--- src/rtl/asram_pkg.sv ---
package asram_pkg;

    typedef enum logic [2:0] {
        ST_IDLE,
        ST_WR_SETUP,
        ST_WR_PULSE,
        ST_WR_HOLD,
        ST_RD_ACCESS,
        ST_GAP
    } ctrl_state_e;

    // Whole clock cycles covering an interval, never fewer than one.
    function automatic int unsigned span_cycles(int unsigned t_ps, int unsigned clk_ps);
        int unsigned c;
        c = (t_ps + clk_ps - 1) / clk_ps;
        return (c == 0) ? 1 : c;
    endfunction

    function automatic int unsigned max2(int unsigned a, int unsigned b);
        return (a > b) ? a : b;
    endfunction

    // Cycles left for the pulse once setup and hold cycles are subtracted.
    function automatic int unsigned minus_two(int unsigned c);
        return (c > 2) ? c - 2 : 1;
    endfunction

endpackage

--- src/rtl/asram_timer.sv ---
module asram_timer #(
    parameter int unsigned CNT_W = 3
) (
    input  logic             clk,
    input  logic             rst,
    input  logic             load,
    input  logic [CNT_W-1:0] value,
    output logic             expired
);

    logic [CNT_W-1:0] cnt_q;

    always_ff @(posedge clk) begin
        if (rst) begin
            cnt_q <= '0;
        end else if (load) begin
            cnt_q <= value;
        end else if (cnt_q != '0) begin
            cnt_q <= cnt_q - 1'b1;
        end
    end

    assign expired = (cnt_q == '0);

    // a loaded count reaches zero only after counting down.
    p_load_counts_r3: assert property (@(posedge clk) disable iff (rst)
        (load && value != '0) |=> !expired);

endmodule

--- src/rtl/asram_fsm.sv ---
module asram_fsm
    import asram_pkg::*;
#(
    parameter int unsigned WP_CYC   = 2,
    parameter int unsigned RD_CYC   = 3,
    parameter int unsigned TURN_CYC = 1,
    parameter int unsigned CNT_W    = 3
) (
    input  logic             clk,
    input  logic             rst,
    input  logic             host_req,
    input  logic             host_we,
    input  logic             tmr_expired,
    output logic             tmr_load,
    output logic [CNT_W-1:0] tmr_value,
    output logic             accept,
    output logic             rd_capture,
    output logic             cs_n,
    output logic             we_n,
    output logic             oe_n,
    output logic             dout_en,
    output logic             ready
);

    localparam logic [CNT_W-1:0] WP_LOAD   = CNT_W'(WP_CYC - 1);
    localparam logic [CNT_W-1:0] RD_LOAD   = CNT_W'(RD_CYC - 1);
    localparam logic [CNT_W-1:0] TURN_LOAD = CNT_W'(TURN_CYC - 1);

    ctrl_state_e state_q;
    ctrl_state_e state_d;

    // State register.
    always_ff @(posedge clk) begin
        if (rst) begin
            state_q <= ST_IDLE;
        end else begin
            state_q <= state_d;
        end
    end

    // Next state and interval timer loads.
    always_comb begin
        state_d   = state_q;
        tmr_load  = 1'b0;
        tmr_value = '0;
        unique case (state_q)
            ST_IDLE: begin
                if (host_req) begin
                    if (host_we) begin
                        state_d = ST_WR_SETUP;
                    end else begin
                        state_d   = ST_RD_ACCESS;
                        tmr_load  = 1'b1;
                        tmr_value = RD_LOAD;
                    end
                end
            end
            ST_WR_SETUP: begin
                state_d   = ST_WR_PULSE;
                tmr_load  = 1'b1;
                tmr_value = WP_LOAD;
            end
            ST_WR_PULSE: begin
                if (tmr_expired) begin
                    state_d = ST_WR_HOLD;
                end
            end
            ST_WR_HOLD: begin
                state_d   = ST_GAP;
                tmr_load  = 1'b1;
                tmr_value = TURN_LOAD;
            end
            ST_RD_ACCESS: begin
                if (tmr_expired) begin
                    state_d   = ST_GAP;
                    tmr_load  = 1'b1;
                    tmr_value = TURN_LOAD;
                end
            end
            ST_GAP: begin
                if (tmr_expired) begin
                    state_d = ST_IDLE;
                end
            end
            default: state_d = ST_IDLE;
        endcase
    end

    assign accept     = (state_q == ST_IDLE) && host_req;
    assign rd_capture = (state_q == ST_RD_ACCESS) && tmr_expired;

    // Pin outputs registered from the next state so they never glitch.
    always_ff @(posedge clk) begin
        if (rst) begin
            cs_n    <= 1'b1;
            we_n    <= 1'b1;
            oe_n    <= 1'b1;
            dout_en <= 1'b0;
            ready   <= 1'b0;
        end else begin
            cs_n    <= !(state_d == ST_WR_SETUP || state_d == ST_WR_PULSE ||
                         state_d == ST_WR_HOLD  || state_d == ST_RD_ACCESS);
            we_n    <= (state_d != ST_WR_PULSE);
            oe_n    <= (state_d != ST_RD_ACCESS);
            dout_en <= (state_d == ST_WR_SETUP || state_d == ST_WR_PULSE ||
                        state_d == ST_WR_HOLD);
            ready   <= (state_q == ST_WR_HOLD) || rd_capture;
        end
    end

    p_we_needs_cs_r2: assert property (@(posedge clk) disable iff (rst)
        !we_n |-> !cs_n);

    p_oe_read_mode_r2: assert property (@(posedge clk) disable iff (rst)
        !oe_n |-> (!cs_n && we_n));

    p_ready_single_r9: assert property (@(posedge clk) disable iff (rst)
        ready |=> !ready);

    p_accept_idle_r8: assert property (@(posedge clk) disable iff (rst)
        accept |=> !cs_n);

endmodule

--- src/rtl/asram_datapath.sv ---
module asram_datapath #(
    parameter int unsigned ADDR_W = 19,
    parameter int unsigned DATA_W = 8
) (
    input  logic              clk,
    input  logic              rst,
    input  logic              accept,
    input  logic              rd_capture,
    input  logic [ADDR_W-1:0] host_addr,
    input  logic [DATA_W-1:0] host_wdata,
    input  logic [DATA_W-1:0] sram_din,
    output logic [ADDR_W-1:0] sram_addr,
    output logic [DATA_W-1:0] sram_dout,
    output logic [DATA_W-1:0] host_rdata
);

    always_ff @(posedge clk) begin
        if (rst) begin
            sram_addr  <= '0;
            sram_dout  <= '0;
            host_rdata <= '0;
        end else begin
            if (accept) begin
                sram_addr <= host_addr;
                sram_dout <= host_wdata;
            end
            if (rd_capture) begin
                host_rdata <= sram_din;
            end
        end
    end

    p_rdata_held_r5: assert property (@(posedge clk) disable iff (rst)
        !rd_capture |=> $stable(host_rdata));

endmodule

--- src/rtl/asram_ctrl.sv ---
module asram_ctrl
    import asram_pkg::*;
#(
    parameter int unsigned ADDR_W    = 19,
    parameter int unsigned DATA_W    = 8,
    parameter int unsigned CLK_PS    = 8000,
    parameter int unsigned T_WP_PS   = 14000,
    parameter int unsigned T_DS_PS   = 9000,
    parameter int unsigned T_WC_PS   = 20000,
    parameter int unsigned T_AA_PS   = 20000,
    parameter int unsigned T_OE_PS   = 10000,
    parameter int unsigned T_TURN_PS = 6000
) (
    input  logic              clk,
    input  logic              rst,
    input  logic              host_req,
    input  logic              host_we,
    input  logic [ADDR_W-1:0] host_addr,
    input  logic [DATA_W-1:0] host_wdata,
    output logic              host_ready,
    output logic [DATA_W-1:0] host_rdata,
    output logic [ADDR_W-1:0] sram_addr,
    output logic              sram_cs_n,
    output logic              sram_we_n,
    output logic              sram_oe_n,
    output logic [DATA_W-1:0] sram_dout,
    output logic              sram_dout_en,
    input  logic [DATA_W-1:0] sram_din
);

    localparam int unsigned WP_CYC = max2(max2(span_cycles(T_WP_PS, CLK_PS),
                                               span_cycles(T_DS_PS, CLK_PS)),
                                          minus_two(span_cycles(T_WC_PS, CLK_PS)));
    localparam int unsigned RD_CYC = max2(span_cycles(T_AA_PS, CLK_PS),
                                          span_cycles(T_OE_PS, CLK_PS));
    localparam int unsigned TURN_CYC = span_cycles(T_TURN_PS, CLK_PS);
    localparam int unsigned MAX_CYC  = max2(max2(WP_CYC, RD_CYC), TURN_CYC);
    localparam int unsigned CNT_W    = $clog2(MAX_CYC + 1) + 1;
    localparam int unsigned CK_W     = $clog2(MAX_CYC + 2) + 1;

    logic             tmr_load;
    logic [CNT_W-1:0] tmr_value;
    logic             tmr_expired;
    logic             accept;
    logic             rd_capture;

    asram_timer #(.CNT_W(CNT_W)) u_timer (
        .clk     (clk),
        .rst     (rst),
        .load    (tmr_load),
        .value   (tmr_value),
        .expired (tmr_expired)
    );

    asram_fsm #(
        .WP_CYC   (WP_CYC),
        .RD_CYC   (RD_CYC),
        .TURN_CYC (TURN_CYC),
        .CNT_W    (CNT_W)
    ) u_fsm (
        .clk         (clk),
        .rst         (rst),
        .host_req    (host_req),
        .host_we     (host_we),
        .tmr_expired (tmr_expired),
        .tmr_load    (tmr_load),
        .tmr_value   (tmr_value),
        .accept      (accept),
        .rd_capture  (rd_capture),
        .cs_n        (sram_cs_n),
        .we_n        (sram_we_n),
        .oe_n        (sram_oe_n),
        .dout_en     (sram_dout_en),
        .ready       (host_ready)
    );

    asram_datapath #(.ADDR_W(ADDR_W), .DATA_W(DATA_W)) u_datapath (
        .clk        (clk),
        .rst        (rst),
        .accept     (accept),
        .rd_capture (rd_capture),
        .host_addr  (host_addr),
        .host_wdata (host_wdata),
        .sram_din   (sram_din),
        .sram_addr  (sram_addr),
        .sram_dout  (sram_dout),
        .host_rdata (host_rdata)
    );

    // Pin-level window counters used by the checks below.
    logic [CK_W-1:0] we_low_q;
    logic [CK_W-1:0] oe_low_q;
    logic [CK_W-1:0] drv_off_q;
    logic [CK_W-1:0] rd_off_q;

    always_ff @(posedge clk) begin
        if (rst) begin
            we_low_q  <= '0;
            oe_low_q  <= '0;
            drv_off_q <= CK_W'(TURN_CYC);
            rd_off_q  <= CK_W'(TURN_CYC);
        end else begin
            we_low_q <= sram_we_n ? '0 : we_low_q + 1'b1;
            oe_low_q <= sram_oe_n ? '0 : oe_low_q + 1'b1;
            if (sram_dout_en) begin
                drv_off_q <= '0;
            end else if (drv_off_q < CK_W'(TURN_CYC)) begin
                drv_off_q <= drv_off_q + 1'b1;
            end
            if (!sram_oe_n) begin
                rd_off_q <= '0;
            end else if (rd_off_q < CK_W'(TURN_CYC)) begin
                rd_off_q <= rd_off_q + 1'b1;
            end
        end
    end

    p_we_width_r3: assert property (@(posedge clk) disable iff (rst)
        $rose(sram_we_n) |-> (we_low_q == CK_W'(WP_CYC)));

    p_addr_stable_r3: assert property (@(posedge clk) disable iff (rst)
        (!sram_cs_n && $past(!sram_cs_n)) |-> $stable(sram_addr));

    p_data_before_we_r4: assert property (@(posedge clk) disable iff (rst)
        $fell(sram_we_n) |-> $past(sram_dout_en));

    p_data_after_we_r4: assert property (@(posedge clk) disable iff (rst)
        $rose(sram_we_n) |-> sram_dout_en);

    p_data_steady_r4: assert property (@(posedge clk) disable iff (rst)
        (sram_dout_en && $past(sram_dout_en)) |-> $stable(sram_dout));

    p_oe_width_r5: assert property (@(posedge clk) disable iff (rst)
        $rose(sram_oe_n) |-> (oe_low_q == CK_W'(RD_CYC)));

    p_gap_before_read_r7: assert property (@(posedge clk) disable iff (rst)
        $fell(sram_oe_n) |-> (drv_off_q >= CK_W'(TURN_CYC)));

    p_gap_before_write_r7: assert property (@(posedge clk) disable iff (rst)
        $rose(sram_dout_en) |-> (rd_off_q >= CK_W'(TURN_CYC)));

    p_no_contention_r7: assert property (@(posedge clk) disable iff (rst)
        sram_dout_en |-> sram_oe_n);

endmodule

--- config.mk ---
export PLATFORM = sky130hd
export DESIGN_NAME = asram_ctrl
export DESIGN_NICKNAME = d
export VERILOG_FILES = /design/src/rtl/asram_pkg.sv /design/src/rtl/asram_timer.sv /design/src/rtl/asram_fsm.sv /design/src/rtl/asram_datapath.sv /design/src/rtl/asram_ctrl.sv
export SDC_FILE = /design/constraint.sdc
export NUM_CORES = 1
export LEC_CHECK = 0
export CORE_MARGIN = 10
export CORE_UTILIZATION = 48
export CTS_CLUSTER_SIZE = 25
export DETAILED_ROUTE_END_ITERATION = 10
export DONT_BUFFER_PORTS = 1
export GPL_ROUTABILITY_DRIVEN = 0
export HOLD_SLACK_MARGIN = 0.06
export PLACE_DENSITY = 0.73
export SLEW_MARGIN = 20
export SYNTH_ARGS = -nofsm -noshare
export SYNTH_HDL_FRONTEND = slang
export SYNTH_SLANG_ARGS = --single-unit
--- constraint.sdc ---
create_clock -name clk -period 2.8 [get_ports clk]
set_input_delay 0.56 -clock clk [delete_from_list [all_inputs] [get_ports clk]]
set_output_delay 0.56 -clock clk [all_outputs]
set_load 0.05 [all_outputs]
==> flow_summary.rst <==
.. list-table::
   :header-rows: 1

   * - Metric
     - Value
   * - Post-CTS Hold Fix Bufs
     - 0
   * - Worst Setup Start Kind
     - flip-flop
   * - Clk_skew
     - 6.72 ps
   * - DR DRC count
     - 0
   * - Std-Cell Core Area
     - 3630 um^2
   * - Cell at the root of the clock tree
     - clkbuf_8
   * - Final Hold Fails
     - 0
   * - Largest net degree at the start of global routing
     - 45
   * - Timing-limited maximum frequency
     - 554 MHz
   * - Number of buffers created by CTS
     - 5
   * - Worst min-delay path startpoint
     - rst
   * - Post-synth ARST share
     - 0%
   * - Synth Instances
     - ~220
   * - Number of flops mapped to enable cells by yosys
     - 0
   * - Number of H-tree levels
     - 2
   * - Actual transition at the worst max-transition pin
     - about 540 ps
   * - Clock slew seen by the registers of the worst setup and hold paths
     - 80 ps
   * - Setup violators final
     - 0
   * - Final-layout setup total negative slack
     - 0 ps
   * - Height of the die
     - just over 80 um
   * - Number of global-route vias before repair
     - around 1300
   * - Maximum ir drop on the vdd rail
     - 584 uV
   * - Period Utilization, post-route
     - 64.5%
   * - Average cell area after synthesis
     - between 8 and 9 um^2
   * - Arrival time reported for the critical path endpoint
     - about 2000 ps
   * - Standard-cell row count
     - 22
   * - Detailed Route WL
     - 3.94 mm
   * - Number of top-level design ports
     - 79
   * - CP Max Fanout
     - 16
   * - Sink Count
     - 46
   * - Sequential fraction of the synthesis area
     - 51.2%
   * - Die Span X
     - 81.2 um
   * - Remaining number of nets flagged by the antenna check after routing
     - 0
   * - Reg2reg setup slack
     - 990 ps
   * - Cell area after technology mapping
     - 1800 um^2
   * - Biggest area consumer among synthesized cells
     - dfxtp_1
   * - Antenna violations before repair
     - 0
   * - Number of buffers added for setup after CTS
     - 0
   * - Number of distinct standard cells referenced by the synthesized netlist
     - 37
   * - Final HPWL from detailed placement
     - 2.92 mm
   * - Top post-synthesis cells by area
     - dfxtp_1 (51%), nand2_1 (16%), a21oi_1 (11%)
   * - Flip-flop and latch count after synthesis
     - 46
   * - Setup repair after global routing missed its margin
     - false
   * - Primary flip-flop cell chosen by synthesis mapping
     - dfxtp_1
   * - Number of nets produced by synthesis
     - between 200 and 300
   * - Net count of the finished layout
     - 251
   * - Synthesis Warnings
     - 0
   * - Max Root-Sink Buffers
     - 2
   * - Most used standard cells in the synthesized netlist
     - nand2_1 (75), dfxtp_1 (46), a21oi_1 (41)
   * - Overall via count from detail_route
     - 1367
   * - Clk_lat worst skew
     - 290 ps
   * - Max-capacitance violation count
     - 0
   * - Hold/Removal Path Class
     - in2reg
   * - Result of the run
     - finished clean
   * - Remaining global-route overflow
     - 0
   * - Max Slew Vio Count
     - 0
   * - Crit Path Class
     - reg2reg
   * - Launching point of the worst reg2reg path
     - u_fsm.state_q[1]
   * - GRT Resource Usage Total
     - 12.0%
   * - CP Data Required Time
     - 2990 ps
   * - Critical Path Sink Type
     - flip-flop
   * - Cell area reported after detailed placement
     - 1780 um^2
   * - Quantity of gates resized following cts
     - 0
   * - DIE AREA
     - roughly 6600 um^2
   * - Detailed Routing Iterations Pass 1
     - 4
   * - Terminus of the critical flop-to-flop path
     - u_datapath.sram_addr[8]
   * - Cell depth of the worst hold path
     - 1
   * - Routed WL per cell
     - 15.3 um
   * - Shortest clock period the worst path allows after layout
     - 1810 ps
   * - First-iteration detailed-routing DRC count
     - 49
   * - Endpoint of the worst hold path
     - u_datapath.sram_addr[11]
   * - Area Overhead vs Synth
     - 5.29%
   * - Cells on worst reg2reg path
     - 4
   * - Most frequent cell after synthesis
     - nand2_1
   * - CTS tree
     - done
   * - Port Buffers
     - 0
   * - Detail-routed via count per cell
     - 5.30
   * - Starting utilization of the core area
     - 49.5%
   * - Final antenna diode count
     - 0
   * - Cell area after layout
     - about 1900 um^2
   * - PwrDens
     - 1300 nW/um^2
   * - Layout cells sized above 1
     - 7.62%
   * - Slew Limit Headroom
     - 63.7%
   * - Share of Yosys cell area claimed by the top area cell type
     - 51.2%
   * - Leakage
     - 0.685 nW
   * - Global-route wire length before repair
     - 6.22 mm
## worst max-delay path by stage
stage / startpoint / to / cells past startpoint
finish: u_fsm.state_q[1] / u_datapath.sram_addr[8] / 4
global route: u_fsm.state_q[1] / u_datapath.sram_addr[6] / 4
CTS: u_fsm.state_q[1] / u_datapath.sram_addr[8] / 4
detailed placement: host_req / u_datapath.sram_addr[8] / 4
global placement: u_fsm.state_q[1] / u_datapath.sram_dout[5] / 4
floorplan: u_timer.cnt_q[0] / u_fsm.dout_en / 8
## where the power goes
part / internal (mW) / switching, mW / total, mW / leakage (nW)
clock: 0.285 / 0.201 / 0.487 / 0.0573
combinational: 0.247 / 0.354 / 0.600 / 0.251
sequential: 0.812 / 0.565 / 1.38 / 0.377
## sequential cells by signal (all words and copies together) (netlist names)
| signal | flops |
|---|---|
| u_datapath.sram_addr | 19 |
| u_datapath.host_rdata | 8 |
| u_datapath.sram_dout | 8 |
| u_fsm.state_q | 3 |
| u_timer.cnt_q | 3 |
| u_fsm.cs_n | 1 |
| u_fsm.dout_en | 1 |
| u_fsm.oe_n | 1 |
| u_fsm.ready | 1 |
| u_fsm.we_n | 1 |
## cells in the final DEF (no fill, tap or decap), drive strengths merged, types with 2 or more instances in the layout
cell type,n
buf,2
nor2,3
dfxtp,46
nor2b,3
nand2,75
ha,2
clkbuf,6
inv,5
o21ai,4
a21oi,41
nor3b,2
nor3,3
## worst max-delay path: stages, from the launching register on
cell and delay [ps]:
dfxtp_1 450, or4b_1 800, buf_4 300, nand2_1 80
a21oi_1 70
## logic make-up after synthesis
group,Yosys count,synth area share (%)
compound gates,52,16.4
buf+inv,20,6.19
simple gates,93,23.3
flops,46,51.2
xor+xnor,2,0.974
mux,1,0.556
fa+ha+maj,2,1.39
## layer usage
metal | vias up | track usage, % | share of wire, %
li1 | 700 | - | -
met1 | 588 | 12.6 | 39
met2 | 72 | 18.0 | 41
met3 | 7 | 8.50 | 18
met4 | 0 | 5.71 | 1.8
met5 | - | 0 | 0
## per-stage QoR
step	cells	total power, mW	setup WS (ps)	hold WS, ps	util [%]
after floorplan	216	1.93	1190	491	-
after global placement	251	2.00	979	510	49.0
after detailed placement	251	2.00	978	503	49.0
after CTS	258	2.50	971	317	52.1
after global routing	258	2.63	827	307	52.1
final	258	2.46	993	326	52.1
## area by class of cell
type	count	area, um^2
multi-input combinational	150	767
clock inverter	1	30.0
timing repair buffer	2	15.0
sequential	46	921
clock buffer	6	82.6
tap	48	60.1
fill	355	1740
inverter	5	18.8
Note: power is estimated with default switching activity, not from simulation.
